### src/rtl/rsl_pkg.sv
package rsl_pkg;
   localparam int unsigned REG_DW        = 32;
   localparam logic [11:0] OFS_ACCESS    = 12'h008;
   localparam logic [11:0] OFS_WORD1     = 12'h00C;
   localparam logic [11:0] OFS_WORD2     = 12'h010;
   localparam int unsigned RDFLAG_BIT    = 16;
   localparam int unsigned VALID_BIT     = 31;
   localparam int unsigned TAG_LSB       = 8;
   localparam int unsigned RID_LSB       = 16;
   localparam int unsigned MASK_LSB      = 0;
   localparam int unsigned MAX_IDX_BITS  = 5;

   typedef enum logic [1:0] {
      SEL_NONE   = 2'd0,
      SEL_ACCESS = 2'd1,
      SEL_WORD1  = 2'd2,
      SEL_WORD2  = 2'd3
   } reg_sel_e;
endpackage

### src/rtl/rsl_regif.sv
module rsl_regif
   import rsl_pkg::*;
#(
   parameter int unsigned N_ENTRIES = 32,
   parameter int unsigned RID_W     = 16,
   parameter int unsigned SID_W     = 6,
   parameter int unsigned TAG_W     = 3,
   parameter int unsigned ADDR_W    = 12,
   localparam int unsigned IDX_W    = (N_ENTRIES > 1) ? $clog2(N_ENTRIES) : 1
) (
   input  logic              clk,
   input  logic              rst_n,
   input  logic              reg_wr,
   input  logic              reg_rd,
   input  logic [ADDR_W-1:0] reg_addr,
   input  logic [REG_DW-1:0] reg_wdata,
   output logic [REG_DW-1:0] reg_rdata,
   output logic [IDX_W-1:0]  acc_idx,
   output logic              commit_req,
   output logic              load_req,
   input  logic              e_valid,
   input  logic [TAG_W-1:0]  e_tag,
   input  logic [SID_W-1:0]  e_sid,
   input  logic [RID_W-1:0]  e_rid,
   input  logic [RID_W-1:0]  e_mask,
   output logic              d_valid,
   output logic [TAG_W-1:0]  d_tag,
   output logic [SID_W-1:0]  d_sid,
   output logic [RID_W-1:0]  d_rid,
   output logic [RID_W-1:0]  d_mask
);
   reg_sel_e         wsel;
   reg_sel_e         rsel;
   logic [IDX_W-1:0] ctrl_idx;
   logic             ctrl_rdflag;

   function automatic reg_sel_e decode(input logic [ADDR_W-1:0] a);
      reg_sel_e s;
      s = SEL_NONE;
      if (a == OFS_ACCESS[ADDR_W-1:0]) s = SEL_ACCESS;
      else if (a == OFS_WORD1[ADDR_W-1:0]) s = SEL_WORD1;
      else if (a == OFS_WORD2[ADDR_W-1:0]) s = SEL_WORD2;
      return s;
   endfunction

   always_comb begin
      wsel = reg_wr ? decode(reg_addr) : SEL_NONE;
      rsel = reg_rd ? decode(reg_addr) : SEL_NONE;
   end

   assign acc_idx    = reg_wdata[IDX_W-1:0];
   assign commit_req = (wsel == SEL_ACCESS) && !reg_wdata[RDFLAG_BIT];
   assign load_req   = (wsel == SEL_ACCESS) &&  reg_wdata[RDFLAG_BIT];

   always_ff @(posedge clk or negedge rst_n) begin
      if (!rst_n) begin
         ctrl_idx    <= '0;
         ctrl_rdflag <= 1'b0;
         d_valid     <= 1'b0;
         d_tag       <= '0;
         d_sid       <= '0;
         d_rid       <= '0;
         d_mask      <= '0;
      end else begin
         unique case (wsel)
            SEL_ACCESS: begin
               ctrl_idx    <= reg_wdata[IDX_W-1:0];
               ctrl_rdflag <= reg_wdata[RDFLAG_BIT];
               if (reg_wdata[RDFLAG_BIT]) begin
                  d_valid <= e_valid;
                  d_tag   <= e_tag;
                  d_sid   <= e_sid;
                  d_rid   <= e_rid;
                  d_mask  <= e_mask;
               end
            end
            SEL_WORD1: begin
               d_valid <= reg_wdata[VALID_BIT];
               d_tag   <= reg_wdata[TAG_LSB +: TAG_W];
               d_sid   <= reg_wdata[SID_W-1:0];
            end
            SEL_WORD2: begin
               d_rid  <= reg_wdata[RID_LSB +: RID_W];
               d_mask <= reg_wdata[MASK_LSB +: RID_W];
            end
            default: ;
         endcase
      end
   end

   always_comb begin
      reg_rdata = '0;
      unique case (rsel)
         SEL_ACCESS: begin
            reg_rdata[IDX_W-1:0]  = ctrl_idx;
            reg_rdata[RDFLAG_BIT] = ctrl_rdflag;
         end
         SEL_WORD1: begin
            reg_rdata[VALID_BIT]           = d_valid;
            reg_rdata[TAG_LSB +: TAG_W]    = d_tag;
            reg_rdata[SID_W-1:0]           = d_sid;
         end
         SEL_WORD2: begin
            reg_rdata[RID_LSB +: RID_W]    = d_rid;
            reg_rdata[MASK_LSB +: RID_W]   = d_mask;
         end
         default: ;
      endcase
   end

   // a load copies the selected entry's requester ID and mask into word 2
   assert_load_copies_R3: assert property (@(posedge clk) disable iff (!rst_n)
      load_req |=> (d_rid == $past(e_rid)) && (d_mask == $past(e_mask)));

   // word-1 bits outside the three fields always read back as zero
   assert_word1_pad_R4: assert property (@(posedge clk) disable iff (!rst_n)
      (rsel == SEL_WORD1) |-> (reg_rdata[30:TAG_LSB+TAG_W] == '0));
endmodule

### src/rtl/rsl_table.sv
module rsl_table #(
   parameter int unsigned N_ENTRIES = 32,
   parameter int unsigned RID_W     = 16,
   parameter int unsigned SID_W     = 6,
   parameter int unsigned TAG_W     = 3,
   localparam int unsigned IDX_W    = (N_ENTRIES > 1) ? $clog2(N_ENTRIES) : 1
) (
   input  logic                            clk,
   input  logic                            rst_n,
   input  logic                            commit_req,
   input  logic [IDX_W-1:0]                acc_idx,
   input  logic                            d_valid,
   input  logic [TAG_W-1:0]                d_tag,
   input  logic [SID_W-1:0]                d_sid,
   input  logic [RID_W-1:0]                d_rid,
   input  logic [RID_W-1:0]                d_mask,
   output logic                            e_valid,
   output logic [TAG_W-1:0]                e_tag,
   output logic [SID_W-1:0]                e_sid,
   output logic [RID_W-1:0]                e_rid,
   output logic [RID_W-1:0]                e_mask,
   input  logic [RID_W-1:0]                rid_in,
   output logic [N_ENTRIES-1:0]            match_vec,
   output logic [N_ENTRIES-1:0][SID_W-1:0] sid_vec
);
   logic [N_ENTRIES-1:0]            vld_q;
   logic [N_ENTRIES-1:0][TAG_W-1:0] tag_q;
   logic [N_ENTRIES-1:0][SID_W-1:0] sid_q;
   logic [N_ENTRIES-1:0][RID_W-1:0] rid_q;
   logic [N_ENTRIES-1:0][RID_W-1:0] msk_q;
   logic                            idx_ok;

   assign idx_ok = (32'(acc_idx) < N_ENTRIES);

   for (genvar i = 0; i < N_ENTRIES; i++) begin : g_entry
      always_ff @(posedge clk or negedge rst_n) begin
         if (!rst_n) begin
            vld_q[i] <= 1'b0;
            tag_q[i] <= '0;
            sid_q[i] <= '0;
            rid_q[i] <= '0;
            msk_q[i] <= '0;
         end else if (commit_req && (32'(acc_idx) == i)) begin
            vld_q[i] <= d_valid;
            tag_q[i] <= d_tag;
            sid_q[i] <= d_sid;
            rid_q[i] <= d_rid;
            msk_q[i] <= d_mask;
         end
      end
      assign match_vec[i] = vld_q[i] && ((rid_in & msk_q[i]) == (rid_q[i] & msk_q[i]));
      assign sid_vec[i]   = sid_q[i];
   end

   always_comb begin
      e_valid = 1'b0;
      e_tag   = '0;
      e_sid   = '0;
      e_rid   = '0;
      e_mask  = '0;
      if (idx_ok) begin
         e_valid = vld_q[acc_idx];
         e_tag   = tag_q[acc_idx];
         e_sid   = sid_q[acc_idx];
         e_rid   = rid_q[acc_idx];
         e_mask  = msk_q[acc_idx];
      end
   end

   // a commit lands the data-word contents in the addressed entry
   assert_commit_lands_R2: assert property (@(posedge clk) disable iff (!rst_n)
      (commit_req && idx_ok) |=> (vld_q[$past(acc_idx)] == $past(d_valid))
                                && (sid_q[$past(acc_idx)] == $past(d_sid)));

   // an entry that is not valid never reports a match
   assert_invalid_silent_R10: assert property (@(posedge clk) disable iff (!rst_n)
      (match_vec & ~vld_q) == '0);
endmodule

### src/rtl/rsl_prio.sv
module rsl_prio #(
   parameter int unsigned N_ENTRIES = 32,
   parameter int unsigned SID_W     = 6
) (
   input  logic                            clk,
   input  logic                            rst_n,
   input  logic [N_ENTRIES-1:0]            match_vec,
   input  logic [N_ENTRIES-1:0][SID_W-1:0] sid_vec,
   output logic                            any_hit,
   output logic [SID_W-1:0]                win_sid
);
   logic [N_ENTRIES-1:0]          grant;
   logic [N_ENTRIES:0][SID_W-1:0] acc;

   assign grant   = match_vec & (~match_vec + 1'b1);
   assign any_hit = |match_vec;
   assign acc[0]  = '0;

   for (genvar i = 0; i < N_ENTRIES; i++) begin : g_sel
      assign acc[i+1] = acc[i] | (grant[i] ? sid_vec[i] : '0);
   end

   assign win_sid = acc[N_ENTRIES];

   // at most one entry is granted
   assert_single_grant_R6: assert property (@(posedge clk) disable iff (!rst_n)
      $onehot0(grant));

   // a granted entry has no matching entry below it
   for (genvar i = 1; i < N_ENTRIES; i++) begin : g_chk
      assert_lowest_wins_R6: assert property (@(posedge clk) disable iff (!rst_n)
         grant[i] |-> (match_vec[i-1:0] == '0));
   end
endmodule

### src/rtl/rid_sid_lut.sv
module rid_sid_lut
   import rsl_pkg::*;
#(
   parameter int unsigned N_ENTRIES = 32,
   parameter int unsigned RID_W     = 16,
   parameter int unsigned SID_W     = 6,
   parameter int unsigned CID_W     = 2,
   parameter int unsigned TAG_W     = 3,
   parameter int unsigned ADDR_W    = 12,
   localparam int unsigned OUT_W    = CID_W + SID_W
) (
   input  logic              clk,
   input  logic              rst_n,
   input  logic              reg_wr,
   input  logic              reg_rd,
   input  logic [ADDR_W-1:0] reg_addr,
   input  logic [31:0]       reg_wdata,
   output logic [31:0]       reg_rdata,
   input  logic [CID_W-1:0]  ctl_id,
   input  logic [RID_W-1:0]  rid_in,
   input  logic              rid_valid,
   output logic              sid_valid,
   output logic              sid_hit,
   output logic [OUT_W-1:0]  sid_out
);
   localparam int unsigned IDX_W = (N_ENTRIES > 1) ? $clog2(N_ENTRIES) : 1;

   if (N_ENTRIES < 1 || N_ENTRIES > (1 << MAX_IDX_BITS))
      $error("rid_sid_lut: N_ENTRIES must be 1..32");
   if (RID_W != 16)
      $error("rid_sid_lut: data word 2 layout needs RID_W of 16");
   if (SID_W < 1 || SID_W > TAG_LSB)
      $error("rid_sid_lut: SID_W must fit below the tag field");
   if (TAG_W < 1 || TAG_LSB + TAG_W > VALID_BIT)
      $error("rid_sid_lut: TAG_W must fit below the valid bit");
   if (ADDR_W < 5)
      $error("rid_sid_lut: ADDR_W too small for the register offsets");

   logic [IDX_W-1:0]                acc_idx;
   logic                            commit_req;
   logic                            load_req;
   logic                            e_valid, d_valid;
   logic [TAG_W-1:0]                e_tag, d_tag;
   logic [SID_W-1:0]                e_sid, d_sid;
   logic [RID_W-1:0]                e_rid, d_rid, e_mask, d_mask;
   logic [N_ENTRIES-1:0]            match_vec;
   logic [N_ENTRIES-1:0][SID_W-1:0] sid_vec;
   logic                            any_hit;
   logic [SID_W-1:0]                win_sid;

   rsl_regif #(.N_ENTRIES(N_ENTRIES), .RID_W(RID_W), .SID_W(SID_W),
               .TAG_W(TAG_W), .ADDR_W(ADDR_W)) u_regif (
      .clk, .rst_n, .reg_wr, .reg_rd, .reg_addr, .reg_wdata, .reg_rdata,
      .acc_idx, .commit_req, .load_req,
      .e_valid, .e_tag, .e_sid, .e_rid, .e_mask,
      .d_valid, .d_tag, .d_sid, .d_rid, .d_mask
   );

   rsl_table #(.N_ENTRIES(N_ENTRIES), .RID_W(RID_W), .SID_W(SID_W),
               .TAG_W(TAG_W)) u_table (
      .clk, .rst_n, .commit_req, .acc_idx,
      .d_valid, .d_tag, .d_sid, .d_rid, .d_mask,
      .e_valid, .e_tag, .e_sid, .e_rid, .e_mask,
      .rid_in, .match_vec, .sid_vec
   );

   rsl_prio #(.N_ENTRIES(N_ENTRIES), .SID_W(SID_W)) u_prio (
      .clk, .rst_n, .match_vec, .sid_vec, .any_hit, .win_sid
   );

   always_ff @(posedge clk or negedge rst_n) begin
      if (!rst_n) begin
         sid_valid <= 1'b0;
         sid_hit   <= 1'b0;
         sid_out   <= '0;
      end else begin
         sid_valid <= rid_valid;
         sid_hit   <= rid_valid && any_hit;
         sid_out   <= (rid_valid && any_hit) ? {ctl_id, win_sid} : '0;
      end
   end

   // result valid is the request valid delayed by one clock
   assert_latency_R8: assert property (@(posedge clk) disable iff (!rst_n)
      $past(rst_n) |-> (sid_valid == $past(rid_valid)));

   // a hit only accompanies a valid result
   assert_hit_qualified_R8: assert property (@(posedge clk) disable iff (!rst_n)
      sid_hit |-> sid_valid);

   // a miss delivers a zero stream ID
   assert_miss_zero_R7: assert property (@(posedge clk) disable iff (!rst_n)
      !sid_hit |-> (sid_out == '0));

   // controller ID sits above the stream ID on a hit
   assert_cid_prefix_R9: assert property (@(posedge clk) disable iff (!rst_n)
      ($past(rst_n) && sid_hit) |-> (sid_out[OUT_W-1:SID_W] == $past(ctl_id)));
endmodule

### config.mk
export PLATFORM = sky130hd
export DESIGN_NAME = rid_sid_lut
export DESIGN_NICKNAME = d
export VERILOG_FILES = /design/src/rtl/rsl_pkg.sv /design/src/rtl/rsl_regif.sv /design/src/rtl/rsl_table.sv /design/src/rtl/rsl_prio.sv /design/src/rtl/rid_sid_lut.sv
export SDC_FILE = /design/constraint.sdc
export NUM_CORES = 2
export LEC_CHECK = 0
export BUFFER_PORTS_ARGS = -buffer_cell sky130_fd_sc_hd__buf_2
export CELL_PAD_IN_SITES_DETAIL_PLACEMENT = 2
export CELL_PAD_IN_SITES_GLOBAL_PLACEMENT = 2
export CORE_UTILIZATION = 30
export CTS_CLUSTER_DIAMETER = 30
export DETAILED_ROUTE_END_ITERATION = 12
export GPL_TIMING_DRIVEN = 0
export PLACE_DENSITY_LB_ADDON = 0.25
export SETUP_SLACK_MARGIN = 0.4
export SYNTH_ARGS = -nofsm -noshare
export SYNTH_HDL_FRONTEND = slang
export SYNTH_HIERARCHICAL = 1
export SYNTH_SLANG_ARGS = --single-unit
export TNS_END_PERCENT = 5
### constraint.sdc
create_clock -name clk -period 5 [get_ports clk]
set_clock_uncertainty 0.1 [all_clocks]
set_input_delay 1 -clock clk [delete_from_list [all_inputs] [get_ports clk]]
set_output_delay 1 -clock clk [all_outputs]
set_load 0.005 [all_outputs]
# After elaboration in Yosys (flattened, before gate mapping)
# Cells that the tools add are included.
# word_totals
reg_bits	1402
latchBits	0
ram_bits	0
romBits	0
input_bits	67
output_inout_bits	42
elab_cells	481
mem_count	0
# op_classes
addsub	1
mul	0
div_mod_pow	0
n_lt_le_gt_ge	1
eq_ne	73
shifts	0
mux	66
bitwise	97
n_reduce_logical	73
# op_table
operator	n
$and A16 B16 Y16	64
$eq A16 B16 Y1	32
$mux W6	34
$or A6 B6 Y6	31
$bmux W16 S5	2
$eq A5 B5 Y1 const B	16
$logic_and A1 B1 Y1	66
$mux W16	4
$pmux W16 S2	2
$eq A5 B4 Y1 const B	8
$add A32 B1 Y32 const B	1
$and A32 B32 Y32	1
$not A32 Y32	1
$reduce_or A32 Y1	1
$bmux W6 S5	1
$eq A12 B4 Y1 const B	2
$eq A5 B3 Y1 const B	4
$bmux W3 S5	1
$pmux W5 S3	1
$mux W14	1
$eq A12 B5 Y1 const B	1
$mux W2	6
$pmux W3 S2	2
$pmux W6 S2	1
16 further kinds	28

# Longest topological paths before layout
# depth
depth_word	39
ltp_mapped	15
mapped_depth_nobuf	11

# By module
# Netlist, hierarchy kept.
# by_module_without_submodules
mod	instances	cells_per_inst	area_per_inst_um2	seq_area_each_um2
rsl_table	1	4955	68204.2	33632.3
rsl_regif	1	252	2758.9	1201.2
rsl_prio	1	286	1815.5	0.0
rid_sid_lut	1	19	307.8	250.2

# Worst setup path before layout
# Ideal clock, no wire load.
# synth_timing
kind	input to register
startpoint	in rid_in[2]
endpoint	reg sid_out[5]
setup_ns	0.120
t_arrival_ns	4.722
required_ns	4.780
path_slack_ns	0.058
path_stages	13
n_path_buf	2
cell_sequence	clkbuf_1 > buf_1 > xor2_1 > a22oi_1 > nand4_1 > a2111oi_0 > nor2_1 > nand3_2 > nor2_1 > and3_1 > a221o_1 > or4_1 > and3_1
# synth_between
elab_cells_between_ends	165
# synth_rtl
item	line_no	source
start, declared	rid_sid_lut.sv:20	input logic [RID_W-1:0] rid_in,
$and A16 B16 Y16 (*)	rsl_table.sv:51	assign match_vec[i] = vld_q[i] && ((rid_in & msk_q[i]) == (rid_q[i] & msk_q[i]));
$eq A16 B16 Y1 (*)	rsl_table.sv:51	
$logic_and A1 B1 Y1 (*)	rsl_table.sv:51	
named net match_vec[10]	rid_sid_lut.sv:46	logic [N_ENTRIES-1:0] match_vec;
$not A32 Y32	rsl_prio.sv:15	assign grant = match_vec & (~match_vec + 1'b1);
$add A32 B1 Y32	rsl_prio.sv:15	
$and A32 B32 Y32 (*)	rsl_prio.sv:15	
$mux W6	rsl_prio.sv:20	assign acc[i+1] = acc[i] | (grant[i] ? sid_vec[i] : '0);
$or A6 B6 Y6 (21 in a row)	rsl_prio.sv:20	
$or A6 B6 Y6 (*)	rsl_prio.sv:20	
named net win_sid[5]	rid_sid_lut.sv:49	logic [SID_W-1:0] win_sid;
$mux W8 (*)	rid_sid_lut.sv:79	sid_out <= (rid_valid && any_hit) ? {ctl_id, win_sid} : '0;
end signal, assigned	rid_sid_lut.sv:79	
end, declared	rid_sid_lut.sv:24	output logic [OUT_W-1:0] sid_out
# Mark *: on every way through the listed nets, which the timed path passes. The rest lies on a longest branch.
# A chain may end at the register's enable or synchronous reset.

# Worst setup path in the final report
# layout_timing
startpoint	in reg_wdata[3]
endpoint	reg u_regif.d_mask[2]
# layout_between
elab_chain_cells	4
# layout_rtl
item	line_no	source
start, declared	rid_sid_lut.sv:17	input logic [31:0] reg_wdata,
$bmux W16 S5	rsl_table.sv:66	e_mask = msk_q[acc_idx];
$mux W16 (not written as such)	rsl_table.sv:66	
named net e_mask[2]	rid_sid_lut.sv:45	logic [RID_W-1:0] e_rid, d_rid, e_mask, d_mask;
$mux W16	rsl_regif.sv:69	if (reg_wdata[RDFLAG_BIT]) begin
$pmux W16 S2	rsl_regif.sv:65	unique case (wsel)
end signal, assigned	rsl_regif.sv:74	d_mask <= e_mask;
end signal, assigned	rsl_regif.sv:84	d_mask <= reg_wdata[MASK_LSB +: RID_W];
end, declared	rsl_regif.sv:30	output logic [RID_W-1:0] d_mask
# The timed path passes the listed nets, and every way through them passes these cells. The select of a mux whose other input is x is not followed.

==> results.md <==
* Minimum clock period at 5030 ps
* Run status: finished, violations left
* Worst setup margin at -28.5 ps
* Fin util at 0.386
* Final worst hold slack at 157 ps
* PortBufs at 92
* IR drop worst, VDD at 0.297 mV
* Tot GR Track Use at 0.316
* Synth Warn # at 6
* Clock sink count at 1402
* Fillers at 24100
* Rows at 180
* Hold Violations, Final at 0
* Initial Utilization at 0.303
* Cells after DPL at 8822
* Setup Viol. Count Final at 2
* Post-Place Cell Area at 78100 um^2
* Max clock buf depth at 4
* Worst min-delay path class: in2reg
* Worst Setup End Kind: register
* Cell area after layout at 93100 um^2
* Worst slew pin tran at 1540 ps
* Final HPWL DP at 306 mm
* Power Density at 430 nW/um^2
* Detailed-route DRC error count at 0
* Routability congestion estimate from global placement at 0.962
* Layout cells sized above 1 at 0.436
* Drt pass-1 iters at 6
* Period utilisation layout at 1.01
* Max-cap viol count at 3
* Syn nets at 5578
* Area of the multi-input gates at 36000 um^2
* Via count at 56100
* Max-slew violations at 23
* Final antenna-violating net count at 0
* First-pass GRT wire length at 524 mm
* Fmax at 199 MHz
* Clock slew at reported path FFs at 40 ps
* Synth Cell Area at 73100 um^2
* Static leakage at 0.0450 uW
* WP data required at 5730 ps
* I/O Pins at 109
* Worst Path Max Fanout at 10
* Max transition margin at -0.0536
* Iter 0 DRT Violations at 5566
* NumNets Final at 6144
* Worst path arrival time at 5760 ps
* DR vias/cell at 5.84
* Mapped Cells at 5511
* Vias in the first global route at 59600
* FF+latch area at 35100 um^2
* CP startpoint kind: input pin
* Die Ht at 496 um
* Non-filler cells, final at 9611
* Total Wirelength at 392 mm
* Crit Path Class: in2reg
* Die width at 496 um
* Core area at 241000 um^2
* Root buf cell: clkbuf_16
* Overflow after GRT at 0
* Largest net degree at the start of global routing at 160
* Inserted Clock Buffers at 433
* Avg Inst Size Synth at 13.3 um^2
* Clock Latency Late Sink at 980 ps
* Initial antenna violation count at 39
* Wirelength per Cell at 40.8 um
* RSZ-0062 raised after global routing: yes
* R2R setup slack at 410 ps
* CTS tree: yes
* Die area at 246000 um^2
* Area growth syn-to-layout at 27.4%
* Violated checks: max-capacitance violations, max-slew violations, negative setup slack
* H-tree depth at 5
* Setup TNS at -52.6 ps
## worst paths after layout
kind,start,endpoint,depth (start not counted)
min,rid_valid,sid_valid,1
min reg2reg,u_regif/ctrl_idx[4],u_regif/ctrl_idx[4],1
max,reg_wdata[3],u_regif/d_mask[2],11
max in group asynchronous,rst_n,u_table/rid_q[197],6
max reg2reg,u_table/rid_q[60],sid_out[5],11
min in group asynchronous,rst_n,u_table/tag_q[84],2
## cell usage in the layout (no fill, tap or decap), drive strengths merged, types with 45 or more instances in the layout
master	instances
mux2	1429
dfrtp	1402
clkbuf	872
xor2	512
buf	402
mux2i	263
a22oi	227
mux4	189
nand2	121
o22ai	96
clkinv	94
a21oi	68
nand4	67
o21ai	57
nor2	56
a22o	52
a221oi	51
a2111oi	45
## area by class of cell
cell class                      instances  share of cell area
Tap cell                             3185              0.0428
Clock inverter                        133              0.0159
Sequential cell                      1402               0.377
Inverter                                5            0.000202
Buffer                                514              0.0275
Clock buffer                          635               0.139
Timing Repair Buffer                  131              0.0106
Antenna cell                           16            0.000430
Multi-Input combinational cell       3590               0.387
## registers in the layout, summed over array words and instances (netlist names)
register,flops
u_regif/d_valid,1
u_regif/ctrl_rdflag,1
u_table/msk_q,512
u_table/vld_q,32
u_regif/ctrl_idx,5
u_regif/d_rid,16
sid_out,8
u_table/rid_q,512
u_table/sid_vec,192
u_regif/d_tag,3
u_regif/d_sid,6
sid_valid,1
u_table/tag_q,96
sid_hit,1
u_regif/d_mask,16
## timing repair
item                                    4_1_cts  5_1_grt
setup buffers                                 3        0
endpoints found under the setup margin      141      228
hold endpoints to repair                     80        0
gates resized for setup                     222       58
hold buffers                                  1        0
pin swaps                                     6        5
## per-layer routing
| metal | wire, um | GRT usage | share of wire | vias to the layer above |
|---|---|---|---|---|
| met3 | 28200 | 0.0651 | 0.072 | 669 |
| met1 | 167000 | 0.420 | 0.43 | 30900 |
| met4 | 20100 | 0.152 | 0.051 | 24 |
| met5 | 149 | 0 | 0.00038 | - |
| met2 | 177000 | 0.490 | 0.45 | 2526 |
| li1 | - | - | - | 22000 |
## per-stage QoR
step	worst slack [ps]	total power [uW]
floorplan	303	12200
global placement	-30930	13300
detailed placement	-2130	13300
CTS	200	40300
global route	184	40900
finish	-28.5	40000
## where the power goes
group          total, uW  internal [uW]  switching [uW]
logic               1750            366            1390
registers          11400          11400            35.7
clock network      26800          19000            7890
total              40000          30700            9310
## worst max-delay path: stages
cell and delay [ps]:
buf_2 230, buf_4 150, buf_2 330, buf_2 560
buf_2 750, buf_2 640, buf_1 860, a221oi_1 100
o21ai_0 190, a22oi_1 390, a221o_1 430
(Power assumes the default switching activity.)
